--- config.mk ---
export PLATFORM = sky130hd
export DESIGN_NAME = owm_top
export DESIGN_NICKNAME = d
export VERILOG_FILES = /design/src/rtl/ow_pkg.sv /design/src/rtl/ow_sync.sv /design/src/rtl/ow_cfg_reg.sv /design/src/rtl/ow_rst_seq.sv /design/src/rtl/owm_top.sv
export SDC_FILE = /design/constraint.sdc
export NUM_CORES = 1
export LEC_CHECK = 0
export BUFFER_PORTS_ARGS = -buffer_cell sky130_fd_sc_hd__buf_2
export CORE_MARGIN = 2
export CORE_UTILIZATION = 44
export CTS_BUF_LIST = sky130_fd_sc_hd__clkbuf_16
export DETAILED_ROUTE_END_ITERATION = 10
export GPL_TIMING_DRIVEN = 1
export PLACE_DENSITY = 0.75
export SYNTH_ARGS = -nofsm -noshare
export SYNTH_HDL_FRONTEND = slang
export SYNTH_SLANG_ARGS = --single-unit
--- constraint.sdc ---
create_clock -name clk -period 1.5 [get_ports clk]
set_input_delay 0.225 -clock clk [delete_from_list [all_inputs] [get_ports clk]]
set_output_delay 0.225 -clock clk [all_outputs]
set_load 0.05 [all_outputs]
--- src/rtl/ow_pkg.sv ---
package ow_pkg;

    localparam logic [7:0] CMD_CFG = 8'hA5;
    localparam logic [7:0] CMD_RST = 8'h3C;

    typedef struct packed {
        logic spd;   // overdrive speed
        logic spu;   // strong pullup
        logic ppm;   // presence masking
        logic apu;   // active pullup
    } cfg_t;

    function automatic logic nib_ok(input logic [7:0] d);
        return d[7:4] == ~d[3:0];
    endfunction

    function automatic int imax(input int a, input int b);
        return (a > b) ? a : b;
    endfunction

endpackage

--- src/rtl/ow_sync.sv ---
module ow_sync #(
    parameter int STAGES = 2
) (
    input  logic clk,
    input  logic rst,
    input  logic d,
    output logic q
);
    logic [STAGES-1:0] sh;

    always_ff @(posedge clk) begin
        if (rst) sh <= '1;
        else     sh <= {sh[STAGES-2:0], d};
    end

    assign q = sh[STAGES-1];
endmodule

--- src/rtl/ow_cfg_reg.sv ---
module ow_cfg_reg
    import ow_pkg::*;
(
    input  logic       clk,
    input  logic       rst,
    input  logic       wr,
    input  logic [7:0] data,
    output cfg_t       cfg,
    output logic       wr_ok
);
    assign wr_ok = wr && nib_ok(data);

    always_ff @(posedge clk) begin
        if (rst)        cfg <= '0;
        else if (wr_ok) cfg <= cfg_t'(data[3:0]);
    end
endmodule

--- src/rtl/ow_rst_seq.sv ---
module ow_rst_seq
    import ow_pkg::*;
#(
    parameter int T_RSTL_STD = 40,
    parameter int T_RSTH_STD = 40,
    parameter int T_MSP_STD  = 14,
    parameter int T_SI_STD   = 4,
    parameter int T_RSTL_OD  = 12,
    parameter int T_RSTH_OD  = 16,
    parameter int T_MSP_OD   = 6,
    parameter int T_SI_OD    = 2
) (
    input  logic clk,
    input  logic rst,
    input  logic start,
    input  logic od,
    input  logic line_s,
    output logic busy,
    output logic drive,
    output logic ppd,
    output logic sd
);
    localparam int TOT_S = T_RSTL_STD + T_RSTH_STD;
    localparam int TOT_O = T_RSTL_OD + T_RSTH_OD;
    localparam int CW    = $clog2(imax(TOT_S, TOT_O) + 1);

    localparam logic [CW-1:0] LAST_S = CW'(TOT_S - 1);
    localparam logic [CW-1:0] LAST_O = CW'(TOT_O - 1);
    localparam logic [CW-1:0] LOW_S  = CW'(T_RSTL_STD);
    localparam logic [CW-1:0] LOW_O  = CW'(T_RSTL_OD);
    localparam logic [CW-1:0] MSP_S  = CW'(T_RSTL_STD + T_MSP_STD);
    localparam logic [CW-1:0] MSP_O  = CW'(T_RSTL_OD + T_MSP_OD);
    localparam logic [CW-1:0] SI_S   = CW'(T_RSTL_STD + T_SI_STD);
    localparam logic [CW-1:0] SI_O   = CW'(T_RSTL_OD + T_SI_OD);

    logic [CW-1:0] cnt;
    logic          od_q;
    logic [CW-1:0] last_c, low_c, msp_c, si_c;

    always_comb begin
        last_c = od_q ? LAST_O : LAST_S;
        low_c  = od_q ? LOW_O  : LOW_S;
        msp_c  = od_q ? MSP_O  : MSP_S;
        si_c   = od_q ? SI_O   : SI_S;
    end

    always_ff @(posedge clk) begin
        if (rst) begin
            busy <= 1'b0;
            cnt  <= '0;
            od_q <= 1'b0;
            ppd  <= 1'b0;
            sd   <= 1'b0;
        end else if (start) begin
            busy <= 1'b1;
            cnt  <= '0;
            od_q <= od;
        end else if (busy) begin
            if (cnt == last_c) busy <= 1'b0;
            else               cnt  <= cnt + 1'b1;
            if (cnt == si_c)  sd  <= ~line_s;
            if (cnt == msp_c) ppd <= ~line_s;
        end
    end

    assign drive = busy && (cnt < low_c);
endmodule

--- src/rtl/owm_top.sv ---
module owm_top
    import ow_pkg::*;
#(
    parameter int T_RSTL_STD = 40,
    parameter int T_RSTH_STD = 40,
    parameter int T_MSP_STD  = 14,
    parameter int T_SI_STD   = 4,
    parameter int T_RSTL_OD  = 12,
    parameter int T_RSTH_OD  = 16,
    parameter int T_MSP_OD   = 6,
    parameter int T_SI_OD    = 2
) (
    input  logic       clk,
    input  logic       rst,
    input  logic       cmd_valid,
    input  logic [7:0] cmd_code,
    input  logic [7:0] cmd_param,
    output logic       cmd_ack,
    output logic [7:0] status_o,
    output logic [7:0] config_o,
    output logic       line_drive_o,
    input  logic       line_i
);
    logic busy, ppd, sd, line_s, cfg_ok, pwr_flag;
    cfg_t cfg;

    assign cmd_ack = cmd_valid && !busy &&
                     ((cmd_code == CMD_CFG) || (cmd_code == CMD_RST));

    ow_sync #(.STAGES(2)) u_sync (
        .clk(clk), .rst(rst), .d(line_i), .q(line_s)
    );

    ow_cfg_reg u_cfg (
        .clk(clk), .rst(rst),
        .wr(cmd_ack && (cmd_code == CMD_CFG)),
        .data(cmd_param), .cfg(cfg), .wr_ok(cfg_ok)
    );

    ow_rst_seq #(
        .T_RSTL_STD(T_RSTL_STD), .T_RSTH_STD(T_RSTH_STD),
        .T_MSP_STD(T_MSP_STD),   .T_SI_STD(T_SI_STD),
        .T_RSTL_OD(T_RSTL_OD),   .T_RSTH_OD(T_RSTH_OD),
        .T_MSP_OD(T_MSP_OD),     .T_SI_OD(T_SI_OD)
    ) u_seq (
        .clk(clk), .rst(rst),
        .start(cmd_ack && (cmd_code == CMD_RST)),
        .od(cfg.spd), .line_s(line_s),
        .busy(busy), .drive(line_drive_o), .ppd(ppd), .sd(sd)
    );

    always_ff @(posedge clk) begin
        if (rst)         pwr_flag <= 1'b1;
        else if (cfg_ok) pwr_flag <= 1'b0;
    end

    assign status_o = {3'b000, pwr_flag, 1'b0, sd, ppd, busy};
    assign config_o = {4'h0, cfg};
endmodule

==> summary.md <==
| Metric | Value |
|---|---|
| Failing checks | setup timing |
| Bufs and invs on worst path | 0 |
| Setup WS post-layout | -0.102 ns |
| Row count | 17 |
| Worst slew margin | 0.635 |
| CTS tree | done |
| Hold endpoint | u_sync.sh[0] |
| Sequential Power Share | 0.422 |
| P_sw | around 0.26 mW |
| Dpl ws | -0.101 ns |
| Synth warn | 0 |
| Footprint of the multi-input gates | 717 µm² |
| Worst hold-check path type | input port to register |
| Cell Chain, Critical Path | ha_4 > and4bb_2 > o21a_4 > or3_4 > a21oi_2 |
| Minimum clock period | 1.60 ns |
| Antenna violations before repair | 0 |
| IO Port Bufs | 29 |
| Area Overhead vs Synth | 35.6% |
| Cells after Synth | ~120 |
| Vias | 944 |
| Reg2reg path depth | 5 |
| Mean Syn Cell Area | 9.00 µm² |
| # IOs | 38 |
| Logic pwr share | 0.104 |
| CP Max Fanout | 6 |
| Filler cells | 203 |
| First-pass GRT wire length | 3.75 mm |
| Worst setup EP type | register |
| Number of global-route vias before repair | 937 |
| Total Nets Final | 180 |
| Status | finished, violations left |
| Final Non-Filler Cells | 183 |
| Peak supply drop | 0.720 mV |
| Hold buffers post-CTS | 0 |
| Static leakage | 0.634 nW |
| DPL Wire Length | 1.75 mm |
| Crit Path Category | register to register |
| #FFs+latches synth | 18 |
| Worst path required time | 1.68 ns |
| Slew @ Worst Pin | approximately 0.54 ns |
| H-tree levels | 1 |
| Final GP Congestion | between 0.8 and 0.9 |
| Slowest stage delay, CP | 0.37 ns |
| Detail Route Antenna Nets | 0 |
| Drt first pass iters | 4 |
| Int Power | 0.871 mW |
| Fin. Hold Viols | 0 |
| Core Area | 2250 µm² |
| Worst EP arrival | 1.78 ns |
| Root buffer cell | clkbuf_16 |
| Reg2reg end | u_seq.cnt[5] |
| Register area share after synthesis | 0.336 |
| WL final | 2.46 mm |
| Final Setup Violations | 7 |
| Detailed Route Iter0 Violations | 13 |
| Clock-pin slew on the worst setup and hold paths | 0.05 ns |
| Worst-Skew Late Latency | 0.25 ns |
| Remaining global-route overflow | 0 |
| CP startpoint kind | register |
| Largest net degree at the start of global routing | 17 |
| Synth cell types | 35 |
| Placed Cells | 177 |
| Starting Density | 0.475 |
| Final Slew Violations | 0 |
| DR WL/cell | about 13 µm |
| Ant diodes | 0 |
| Clock share of power | 0.474 |
| Max Clk Rate | 0.624 GHz |
| PwrDens | 781 nW/µm² |
| Critical Path Slowest Stage Cell | dfxtp_4 |
| Hold WS | 0.155 ns |
| R2R setup slack | -0.10 ns |
| Hold depth | 2 |
| Max_cap viols | 0 |
| Die Span Y | 53.3 µm |
| Switch share | 0.232 |
| GRT Overall Usage | 0.185 |
| Share of layout cells above drive strength 1 | 0.445 |
| Die area | 2840 µm² |
| Die W | 53.3 µm |
| CP top delay family | simple AND/OR/NAND/NOR gates |
| Period utilisation layout | 1.07 |
| Clock buffer depth | 2 |
| Total CTS buffers | 3 |
| RSZ-0062 raised after global routing | yes |
| Seq. cell area | between 300 and 400 µm² |
| Mapped cell area | 1070 µm² |
| # clock sinks | 18 |
| RR Startpoint | u_seq.od_q |
| Min-Delay Startpoint | line_i |
| Via density | 5.16 |
| Layout Skew | 0.00202 ns |
| DRC violations left | 0 |
-- stage by stage --
stage	instance area (µm²)	power (mW)	utilization	setup TNS (ns)
2_1_floorplan	1120	0.587	-	-0.131
3_3_place_gp	1260	0.601	0.561	-0.0368
3_5_place_dp	1260	0.604	0.561	-0.521
4_1_cts	1400	1.14	0.623	-0.380
5_1_grt	1450	1.18	0.644	-0.856
6_report	1450	1.13	0.644	-0.466
-- cell families (layout without fill, tap and decap cells) --
group,after synthesis,after routing,synth area share
and+or+nand+nor,45,45,0.287
other,1,8,0.00350
AOI/OAI and AO/OA,22,22,0.122
buffers and inverters,18,47,0.109
DFF,18,18,0.336
xor gates and xnor gates,6,6,0.0491
muxes,5,5,0.0467
adders and majority gates,4,4,0.0467
-- area by class of cell --
cell class	instances	area share
Inverter	3	0.00775
Multi-Input combinational cell	90	0.494
Sequential cell	18	0.255
Tap cell	28	0.0241
Clock buffer	3	0.0517
Clock inverter	1	0.00258
Timing Repair Buffer	40	0.165
-- cells in the final DEF (no fill, tap or decap), types with 3 or more instances in the layout --
master / Yosys / layout
clkbuf_16: 0 / 3
nand2b_1: 9 / 9
nand2_1: 3 / 3
a21oi_1: 9 / 7
nor2_1: 5 / 5
mux2i_1: 5 / 5
buf_2: 0 / 27
or3_1: 4 / 3
buf_4: 13 / 11
xor2_1: 4 / 4
dfxtp_1: 18 / 14
o21ai_0: 5 / 4
nand4_1: 4 / 4
conb_1: 1 / 8
-- what timing repair did --
item                       4_1_cts  5_1_grt
buffers inserted                 1        1
setup endpoints to repair        8       10
pin swaps                        6        5
resized for setup               13        9
-- layer usage --
layer,global-route usage,vias up,wire [µm]
met5,0,-,0
met4,0.0855,0,65
met3,0.0508,6,116
met2,0.342,26,1330
met1,0.188,439,952
li1,-,473,-
-- sequential cells by signal, summed over array words and instances (netlist names) --
signal      cells
u_seq.cnt       7
u_seq.busy      1
u_cfg.cfg       4
u_sync.sh       2
u_seq.sd        1
pwr_flag        1
u_seq.ppd       1
u_seq.od_q      1
-- cells in the mapped netlist --
cell      number  area, µm²
ha_1           4       50.1
o21bai_1       1       7.51
xnor2_1        2       17.5
and3b_1        2       17.5
a311oi_1       2       17.5
conb_1         1       3.75
or2_2          2       12.5
o21ai_1        1       5.00
nor4bb_1       2       20.0
nor3b_1        1       7.51
mux2i_1        5       50.1
a211oi_1       1       7.51
and3_1         2       12.5
clkbuf_1       2       7.51
buf_4         13       97.6
a21o_1         1       7.51
a21boi_0       1       7.51
nor2b_2        1       8.76
nand2_1        3       11.3
dfxtp_1       18        360
xor2_1         4       35.0
inv_1          3       11.3
nor2b_1        1       6.26
nor4_4         1       21.3
nand3_1        3       15.0
and2_1         2       12.5
nand4_1        4       25.0
or3_1          4       25.0
o21ai_0        5       25.0
o21a_1         1       7.51
nor2_1         5       18.8
a21oi_1        9       45.0
and4bb_2       2       25.0
nand4_2        1       12.5
nand2b_1       9       56.3
-- worst max-delay path by stage --
| stage | slack (ns) | from | endpoint | depth (start not counted) |
|---|---|---|---|---|
| 2_1_floorplan | -0.11 | u_seq.od_q | line_drive_o | 3 |
| 3_3_place_gp | -0.01 | u_seq.od_q | line_drive_o | 4 |
| 3_5_place_dp | -0.10 | u_seq.cnt[2] | u_seq.cnt[4] | 6 |
| 4_1_cts | -0.1 | u_seq.od_q | u_seq.cnt[5] | 5 |
| 5_1_grt | -0.14 | u_seq.cnt[2] | u_seq.cnt[5] | 6 |
| 6_report | -0.10 | u_seq.od_q | u_seq.cnt[5] | 5 |
-- power groups by stage --
stage | clock network [mW] | logic [mW] | registers [mW]
2_1_floorplan | 0 | 0.0946 | 0.492
3_3_place_gp | 0 | 0.109 | 0.492
3_5_place_dp | 0 | 0.112 | 0.492
4_1_cts | 0.549 | 0.115 | 0.480
5_1_grt | 0.571 | 0.126 | 0.479
6_report | 0.538 | 0.118 | 0.479
Note: power is estimated with default switching activity, not from simulation.
